[config.mk]
export PLATFORM = sky130hd
export DESIGN_NAME = dsk_cmd_seq
export DESIGN_NICKNAME = d
export VERILOG_FILES = /design/src/rtl/dsk_cmd_seq.sv
export SDC_FILE = /design/constraint.sdc
export NUM_CORES = 1
export LEC_CHECK = 0
export ABC_AREA = 1
export ABC_CLOCK_PERIOD_IN_PS = 2300
export BUFFER_PORTS_ARGS = -buffer_cell sky130_fd_sc_hd__buf_4
export CORE_ASPECT_RATIO = 0.6
export CORE_MARGIN = 5
export CORE_UTILIZATION = 44
export CTS_CLUSTER_DIAMETER = 100
export CTS_CLUSTER_SIZE = 40
export DETAILED_ROUTE_END_ITERATION = 8
export GPL_TIMING_DRIVEN = 0
export PLACE_DENSITY = 0.8
export SLEW_MARGIN = 0
export SYNTH_ARGS = -nofsm -noshare
export SYNTH_HDL_FRONTEND = slang
export SYNTH_SLANG_ARGS = --single-unit
[constraint.sdc]
create_clock -name clk -period 2.3 [get_ports clk]
set_input_delay 0.46 -clock clk [delete_from_list [all_inputs] [get_ports clk]]
set_output_delay 0.46 -clock clk [all_outputs]
set_load 0.05 [all_outputs]
[src/rtl/dsk_cmd_seq.sv]
module dsk_cmd_seq #(
  parameter int BUSY_LIMIT = 10000,
  parameter int FULL_LIMIT = 10000,
  parameter int LONG_BIT   = 14
) (
  input  logic        clk,
  input  logic        rst_n,
  input  logic        start,
  input  logic        ack_reset,
  input  logic [2:0]  dev_num,
  input  logic [4:0]  attn_type,
  input  logic [4:0]  cmd_code,
  input  logic [7:0]  cmd_opt,
  input  logic        long_cmd,
  input  logic [15:0] arg1,
  input  logic [15:0] arg2,
  input  logic [15:0] arg3,
  output logic        busy,
  output logic        done,
  output logic        err,
  output logic        reg_req,
  output logic        reg_we,
  output logic [1:0]  reg_addr,
  output logic [15:0] reg_wdata,
  input  logic [15:0] reg_rdata,
  input  logic        reg_ack
);
  localparam int MAXL = (BUSY_LIMIT > FULL_LIMIT) ? BUSY_LIMIT : FULL_LIMIT;
  localparam int CW   = $clog2(MAXL + 1);
  localparam logic [1:0] A_CTRL = 2'd0, A_STAT = 2'd1, A_ATTN = 2'd2, A_CMD = 2'd3;

  typedef enum logic [3:0] {
    IDLE, CTL_OFF, POLL_BSY, WR_ATTN, CTL_ON, WR_WORD, POLL_FULL, FIN, FAIL
  } st_t;

  st_t         st;
  logic [CW-1:0] cnt;
  logic [1:0]  idx, last;
  logic        skip;
  logic [7:0]  attn_byte;
  logic [15:0] words [4];

  always_ff @(posedge clk) begin
    if (!rst_n) begin
      st <= IDLE;
      cnt <= '0;
      idx <= '0;
      last <= '0;
      skip <= 1'b0;
      attn_byte <= '0;
      for (int i = 0; i < 4; i++) words[i] <= '0;
    end else begin
      case (st)
        IDLE: if (start) begin
          st <= CTL_OFF;
          cnt <= '0;
          idx <= '0;
          skip <= ack_reset;
          last <= long_cmd ? 2'd3 : 2'd1;
          attn_byte <= {dev_num, attn_type};
          words[0] <= ({cmd_opt, 8'h00} | ({15'd0, long_cmd} << LONG_BIT)) | {8'h00, dev_num, cmd_code};
          words[1] <= arg1;
          words[2] <= arg2;
          words[3] <= arg3;
        end
        CTL_OFF: if (reg_ack) st <= skip ? WR_ATTN : POLL_BSY;
        POLL_BSY: if (reg_ack) begin
          if (!reg_rdata[0]) st <= WR_ATTN;
          else if (cnt == CW'(BUSY_LIMIT - 1)) st <= FAIL;
          else cnt <= cnt + 1'b1;
        end
        WR_ATTN: if (reg_ack) st <= CTL_ON;
        CTL_ON: if (reg_ack) st <= WR_WORD;
        WR_WORD: if (reg_ack) begin
          st <= POLL_FULL;
          cnt <= '0;
        end
        POLL_FULL: if (reg_ack) begin
          if (!reg_rdata[1]) begin
            if (idx == last) st <= FIN;
            else begin
              idx <= idx + 1'b1;
              st <= WR_WORD;
            end
          end else if (cnt == CW'(FULL_LIMIT - 1)) st <= FAIL;
          else cnt <= cnt + 1'b1;
        end
        default: st <= IDLE;
      endcase
    end
  end

  assign busy = (st != IDLE);
  assign done = (st == FIN);
  assign err  = (st == FAIL);
  assign reg_req = (st != IDLE) && (st != FIN) && (st != FAIL);

  always_comb begin
    reg_we = 1'b1;
    reg_addr = A_CTRL;
    reg_wdata = '0;
    case (st)
      POLL_BSY, POLL_FULL: begin
        reg_we = 1'b0;
        reg_addr = A_STAT;
      end
      WR_ATTN: begin
        reg_addr = A_ATTN;
        reg_wdata = {8'h00, attn_byte};
      end
      CTL_ON: reg_wdata = 16'h0001;
      WR_WORD: begin
        reg_addr = A_CMD;
        reg_wdata = words[idx];
      end
      default: ;
    endcase
  end
endmodule

==> flow_summary.json, run 1 <==
{
  "core_area_um2": 11400,
  "hold_path_depth": 3,
  "synth_top_area_cell": "sky130_fd_sc_hd__edfxtp_1",
  "worst_pin_slew_ns": 0.655,
  "synth.net_count": 731,
  "cts_inserted_buffers": 9,
  "layout_common_cells": "135 x sky130_fd_sc_hd__nor2_1, 111 x sky130_fd_sc_hd__buf_4, 104 x sky130_fd_sc_hd__nand2_1",
  "antenna_found_initial": 0,
  "non_filler_instances": 923,
  "postSynthRegisterBits": 97,
  "vias": 4710,
  "ys_top_cells_by_area": "sky130_fd_sc_hd__edfxtp_1 37%, sky130_fd_sc_hd__dfxtp_1 13%, sky130_fd_sc_hd__nor2_1 9.8%",
  "edff_count_synth": 64,
  "run_status": "finished with violations",
  "cpLargestDelayFamily": "compound AO/OA/AOI/OAI gates",
  "number_of_stages_on_the_worst_setup_path": 5,
  "layout.nets": 850,
  "syn_avg_cell_area_um2": 8.06,
  "clock-skew-final_ns": 0.00934,
  "floorplan.io_pins": 114,
  "layout_setup_ws_ns": -0.0252,
  "critical_path.max_fanout": 10,
  "diodes": 0,
  "hold_path_end": "last[0]",
  "cp_slowest_cell": "sky130_fd_sc_hd__dfxtp_2",
  "cap_violations": 0,
  "synth_seq_area_share_pct": 50.1,
  "timing.final.crit_share_pct": 101,
  "detail-route-antenna-nets": 0,
  "clockBufferDepth": 2,
  "floorplan.rows": 30,
  "globalRouteOverflowTotal": 0,
  "r2r-start": "st[2]",
  "number_of_max_slew_violations_in_the_final_report": 0,
  "first_global_vias": 4309,
  "r2r_setup_slack_ns": 0.16,
  "p_leak_nw": 2.94,
  "die_x_um": 150,
  "cts_hold_buf": 0,
  "die_h_um": 93.8,
  "wl_per_cell_um": 15.2,
  "post_synth_instance_area_um2": 5150,
  "timing.final.crit_period_ns": 2.33,
  "timing.final.setup_violations": 1,
  "detailedRoute.firstIterationViolations": 439,
  "port-buffer-count": 99,
  "cts_max_level": 3,
  "rr_endpoint": "words[2][0]",
  "synthesis.instances": 639,
  "clk_pin_slew_worst_paths_ns": 0.07,
  "dp.cells": 898,
  "slowest_delay_ns": 0.43,
  "main_flop_type_after_synthesis": "sky130_fd_sc_hd__edfxtp_1",
  "pin_count_of_the_biggest_net_entering_global_routing": 74,
  "synth-async-reset-ratio_pct": 0,
  "peak_vdd_ir_mv": 0.530,
  "detailed_place_hpwl_um": 10400,
  "fmaxAchievable_mhz": 430,
  "layout.cells.most_common": "sky130_fd_sc_hd__nor2_1",
  "totalWireLength_um": 14000,
  "worst_setup_path_end_kind": "output pin",
  "library_cells_used_by_synthesis": 34,
  "hold_violations": 0,
  "slew-limit-headroom_pct": 56.3,
  "initial_core_util_pct": 45.3,
  "failing_checks": "negative setup slack",
  "criticalPathCategory": "register to output pin",
  "grt_pass1_wl_um": 22100,
  "hold_path.class": "input pin to register",
  "worst_path_buffer_plus_inverter_count": 2,
  "worstSetupStartpointType": "register",
  "drive_gt1_share_pct": 25.0,
  "globalplace.congestion": 0.931,
  "tritoncts": "done",
  "post-synth-top-area-fraction_pct": 37.3,
  "setup_repair_after_global_routing_missed_its_margin": "yes",
  "global_route.usage.total_pct": 20.1,
  "vias_per_cell": 5.10,
  "powerDensity_nw_per_um2": 912,
  "clock_tree.root_cell": "sky130_fd_sc_hd__clkbuf_16",
  "dp_slack_ns": -0.175,
  "floorplan.die_area_um2": 14000,
  "drt-pass1-iter-count": 5,
  "finalSetupTns_ns": -0.0252,
  "critPathRequiredTime_ns": 1.84,
  "drc": 0,
  "crit_path_cell_trace": "buf_2 -> a21oi_1 -> a221o_1 -> o21ai_0 -> buf_4",
  "timing.hold.worst.start": "rst_n",
  "synthesis.yosys.warnings": 0,
  "syn_to_final_growth_pct": 27.8,
  "clock_sinks": 97,
  "r2r_cells": 5,
  "insertion_delay_ns": 0.34,
  "critPathArrivalTime_ns": 1.87
}
## worst max path at each step
stage	endpoint	slack, ns
after floorplan	reg_wdata[1]	-0.12
after global placement	reg_wdata[9]	-0.17
after detailed placement	reg_wdata[0]	-0.18
after CTS	reg_wdata[3]	-0.01
after global routing	reg_wdata[2]	-0.07
final	reg_wdata[3]	-0.03
## stage by stage
| step | hold WS [ns] | area (um^2) | util, % | power [mW] |
|---|---|---|---|---|
| floorplan | 0.435 | 5180 | - | 3.92 |
| global placement | 0.446 | 6130 | 53.9 | 4.45 |
| detailed placement | 0.449 | 6130 | 53.9 | 4.49 |
| finish | 0.363 | 6580 | 57.9 | 6.00 |
| global route | 0.382 | 6580 | 57.9 | 6.31 |
| CTS | 0.360 | 6550 | 57.6 | 5.99 |
## metal layers
| layer | global-route usage [%] | vias up | share of wire [%] |
|---|---|---|---|
| li1 | - | 2303 | - |
| met1 | 31.5 | 2189 | 49 |
| met2 | 27.9 | 200 | 42 |
| met3 | 3.91 | 18 | 8.4 |
| met4 | 4.87 | 0 | 0.98 |
| met5 | 0 | - | 0 |
## area by class of cell
cell class | count | area (um^2)
well taps | 160 | 200
repair buffers | 111 | 837
inverters | 109 | 412
flip-flops and latches | 97 | 2590
clock buffers | 10 | 229
clock inverters | 6 | 57.6
multi-input cells | 407 | 2050
fillers | 985 | 4790
plain buffers | 23 | 203
## where the power goes
group          switching (mW)  internal [mW]
clock network           0.700          0.762
logic                    1.39          0.684
registers               0.127           2.34
total                    2.21           3.79
## kinds of logic (layout without fill, tap and decap cells)
kind of cell | count (synthesis) | in the layout | share of synthesized area, %
DFF | 97 | 97 | 50.1
buffers and inverters | 135 | 259 | 10.9
xor gates and xnor gates | 7 | 7 | 1.19
AOI/OAI and AO/OA | 94 | 94 | 10.4
adders and majority gates | 1 | 1 | 0.243
and+or+nand+nor | 305 | 305 | 27.1
## sequential cells by signal, indices dropped and copies added (netlist names), named ones only
name / flops
idx: 2
cnt: 14
skip: 1
st: 4
attn_byte: 8
words: 64
last: 2
## worst min-delay path, cell delays in order
cell	delay, ns
sky130_fd_sc_hd__buf_4	0.11
sky130_fd_sc_hd__nand2_1	0.05
sky130_fd_sc_hd__nand2_1	0.05
## cell usage after synthesis (6+ instances only)
cell type,instances
sky130_fd_sc_hd__nor2_1,135
sky130_fd_sc_hd__buf_6,6
sky130_fd_sc_hd__nand4_1,14
sky130_fd_sc_hd__a21oi_1,43
sky130_fd_sc_hd__o22ai_1,11
sky130_fd_sc_hd__o21ai_0,28
sky130_fd_sc_hd__a221o_1,7
sky130_fd_sc_hd__inv_1,101
sky130_fd_sc_hd__nand2_1,104
sky130_fd_sc_hd__edfxtp_1,64
sky130_fd_sc_hd__dfxtp_1,33
sky130_fd_sc_hd__clkbuf_1,15
sky130_fd_sc_hd__inv_2,6
sky130_fd_sc_hd__nand2_2,7
sky130_fd_sc_hd__nand3_1,21
## what timing repair did
action / in CTS / in global routing
buffers inserted: 11 / 1
pin swaps: 3 / 2
setup endpoints to repair: 81 / 89
gates resized for setup: 25 / 16
hold endpoints to repair: 0 / 0
Power figures use the tool's default switching activity.
==> inputs of run 2 (changes only) <==
- CELL_PAD_IN_SITES_DETAIL_PLACEMENT: unset -> 1
- CELL_PAD_IN_SITES_GLOBAL_PLACEMENT: unset -> 1
- CORE_UTILIZATION: 44 -> 36
- PLACE_DENSITY: 0.8 -> 0.86
==> flow_summary.json, run 2 (same netlist as run 1, synthesis figures left out) <==
{
  "first_global_vias": 5165,
  "drc": 0,
  "top_register": "words",
  "number_of_max_slew_violations_in_the_final_report": 0,
  "slowest_delay_ns": 0.30,
  "globalRouteOverflowTotal": 0,
  "placedInstanceArea_um2": 6170,
  "clock_tree.root_cell": "sky130_fd_sc_hd__clkbuf_16",
  "detailedRoute.firstIterationViolations": 352,
  "drt-pass1-iter-count": 5,
  "timing.final.crit_share_pct": 99.8,
  "core_area_um2": 13800,
  "critPathRequiredTime_ns": 1.84,
  "fill_cells": 1687,
  "grt_pass1_wl_um": 27000,
  "insertion_delay_ns": 0.36,
  "non_filler_instances": 954,
  "critical_path.max_fanout": 8,
  "worst_pin_slew_ns": 0.744,
  "rr_endpoint": "words[2][2]",
  "hold_path_end": "skip",
  "clock_sinks": 97,
  "vias": 4854,
  "global_route.usage.total_pct": 20.9,
  "largest_reg_flops": 64,
  "port-buffer-count": 99,
  "clk_pin_slew_worst_paths_ns": 0.07,
  "finalHoldWorstSlack_ns": 0.379,
  "floorplan.io_pins": 114,
  "hold_violations": 0,
  "r2r_cells": 6,
  "power_total_mw": 6.18,
  "initial_core_util_pct": 37.2,
  "cpLargestDelayFamily": "buffers and inverters",
  "p_leak_nw": 2.93,
  "globalplace.congestion": 0.883,
  "antenna_found_initial": 0,
  "floorplan.rows": 33,
  "post-route-util_pct": 48.1,
  "layout_common_cells": "135 x sky130_fd_sc_hd__nor2_1, 106 x sky130_fd_sc_hd__buf_4, 104 x sky130_fd_sc_hd__nand2_1",
  "layout.nets": 849,
  "hold_path.class": "input pin to register",
  "detailed_place_hpwl_um": 12500,
  "pin_count_of_the_biggest_net_entering_global_routing": 74,
  "critPathArrivalTime_ns": 1.84,
  "cp_slowest_cell": "sky130_fd_sc_hd__dfxtp_1",
  "fmaxAchievable_mhz": 436,
  "diodes": 0,
  "crit_path_cell_trace": "buf_4 -> nor2_4 -> nand2_4 -> buf_4 -> a221o_1 -> o21ai_1 -> buf_6",
  "criticalPathCategory": "register to output pin",
  "wl_per_cell_um": 18.3,
  "layout_setup_ws_ns": 0.00393,
  "syn_to_final_growth_pct": 29.0,
  "largest_registers": "words: 64 flops, cnt: 14 flops, attn_byte: 8 flops",
  "timing.final.crit_period_ns": 2.30,
  "seqCellArea_um2": 2590,
  "dp_slack_ns": -0.294,
  "die_x_um": 164,
  "r2r_setup_slack_ns": 0.07,
  "worstSetupStartpointType": "register",
  "clock-skew-final_ns": 0.00748,
  "cts_max_level": 3,
  "final_design_area_no_fill_um2": 6650,
  "dp.cells": 930,
  "floorplan.die_area_um2": 16900,
  "cts_hold_buf": 0,
  "layout.cells.most_common": "sky130_fd_sc_hd__nor2_1",
  "tritoncts": "done",
  "clockBufferDepth": 2,
  "multiInputGateArea_um2": 2050,
  "cap_violations": 0,
  "die_h_um": 103,
  "worst_path_buffer_plus_inverter_count": 3,
  "timing.final.setup_violations": 0,
  "powerDensity_nw_per_um2": 930,
  "r2r-start": "st[0]",
  "timing.critical_path.mode_cell": "sky130_fd_sc_hd__buf_4",
  "detail-route-antenna-nets": 0,
  "drive_gt1_share_pct": 24.9,
  "timing.hold.worst.start": "ack_reset",
  "cts_inserted_buffers": 9,
  "hold_path_depth": 3,
  "vias_per_cell": 5.09,
  "run_status": "finished clean",
  "peak_vdd_ir_mv": 0.349,
  "totalWireLength_um": 17500,
  "slew-limit-headroom_pct": 50.4,
  "worst_setup_path_end_kind": "output pin",
  "setup_repair_after_global_routing_missed_its_margin": "yes",
  "finalSetupTns_ns": 0
}
==> run 2: cell types whose count changed in the layout (fill, tap and decap cells not counted), sizes merged <==
| cell | delta |
|---|---|
| clkbuf | +5 |
| clkinv | -1 |
| inv | -2 |
| clkinvlp | +3 |
| buf | -6 |
==> run 2: layout make-up <==
cell class	instances	share of cell area (%)
plain buffers	23	3.22
clock buffers	10	3.45
clock inverters	6	0.772
inverters	109	6.23
multi-input cells	407	30.9
flip-flops and latches	97	39.0
well taps	192	3.61
repair buffers	110	12.8
==> run 2: worst max-delay path by stage <==
| stage | from | endpoint | cells past startpoint |
|---|---|---|---|
| floorplan | st[3] | reg_wdata[1] | 3 |
| global placement | st[2] | reg_wdata[7] | 7 |
| detailed placement | register | reg_wdata[0] | 8 |
| CTS | register | reg_wdata[6] | 5 |
| global route | register | reg_wdata[3] | 6 |
| finish | st[1] | reg_wdata[3] | 7 |
==> run 2: worst register-to-register path, cell delays in order (launching register included) <==
cell and delay [ns]:
sky130_fd_sc_hd__dfxtp_1 0.31, sky130_fd_sc_hd__buf_6 0.12, sky130_fd_sc_hd__buf_4 0.15, sky130_fd_sc_hd__nor2_2 0.25, sky130_fd_sc_hd__nand2_2 0.17, sky130_fd_sc_hd__o21ai_0 0.45, sky130_fd_sc_hd__buf_12 0.40
==> run 2: per-layer routing <==
metal | up-vias | part of all wire [%] | GRT usage (%)
met2 | 180 | 47 | 33.8
met5 | - | 0 | 0
li1 | 2288 | - | -
met3 | 27 | 6.8 | 4.87
met4 | 0 | 1.6 | 6.52
met1 | 2359 | 45 | 28.2
==> run 2: report_power, final <==
group	switching [mW]	internal (mW)
clock network	0.727	0.751
registers	0.140	2.34
logic	1.50	0.718
total	2.37	3.81
==> run 2: repair_timing <==
action / in CTS / in global routing
endpoints found under the setup margin: 89 / 83
hold endpoints to repair: 0 / 0
setup buffers: 8 / 3
pin swaps: 2 / 3
gates resized for setup: 35 / 8
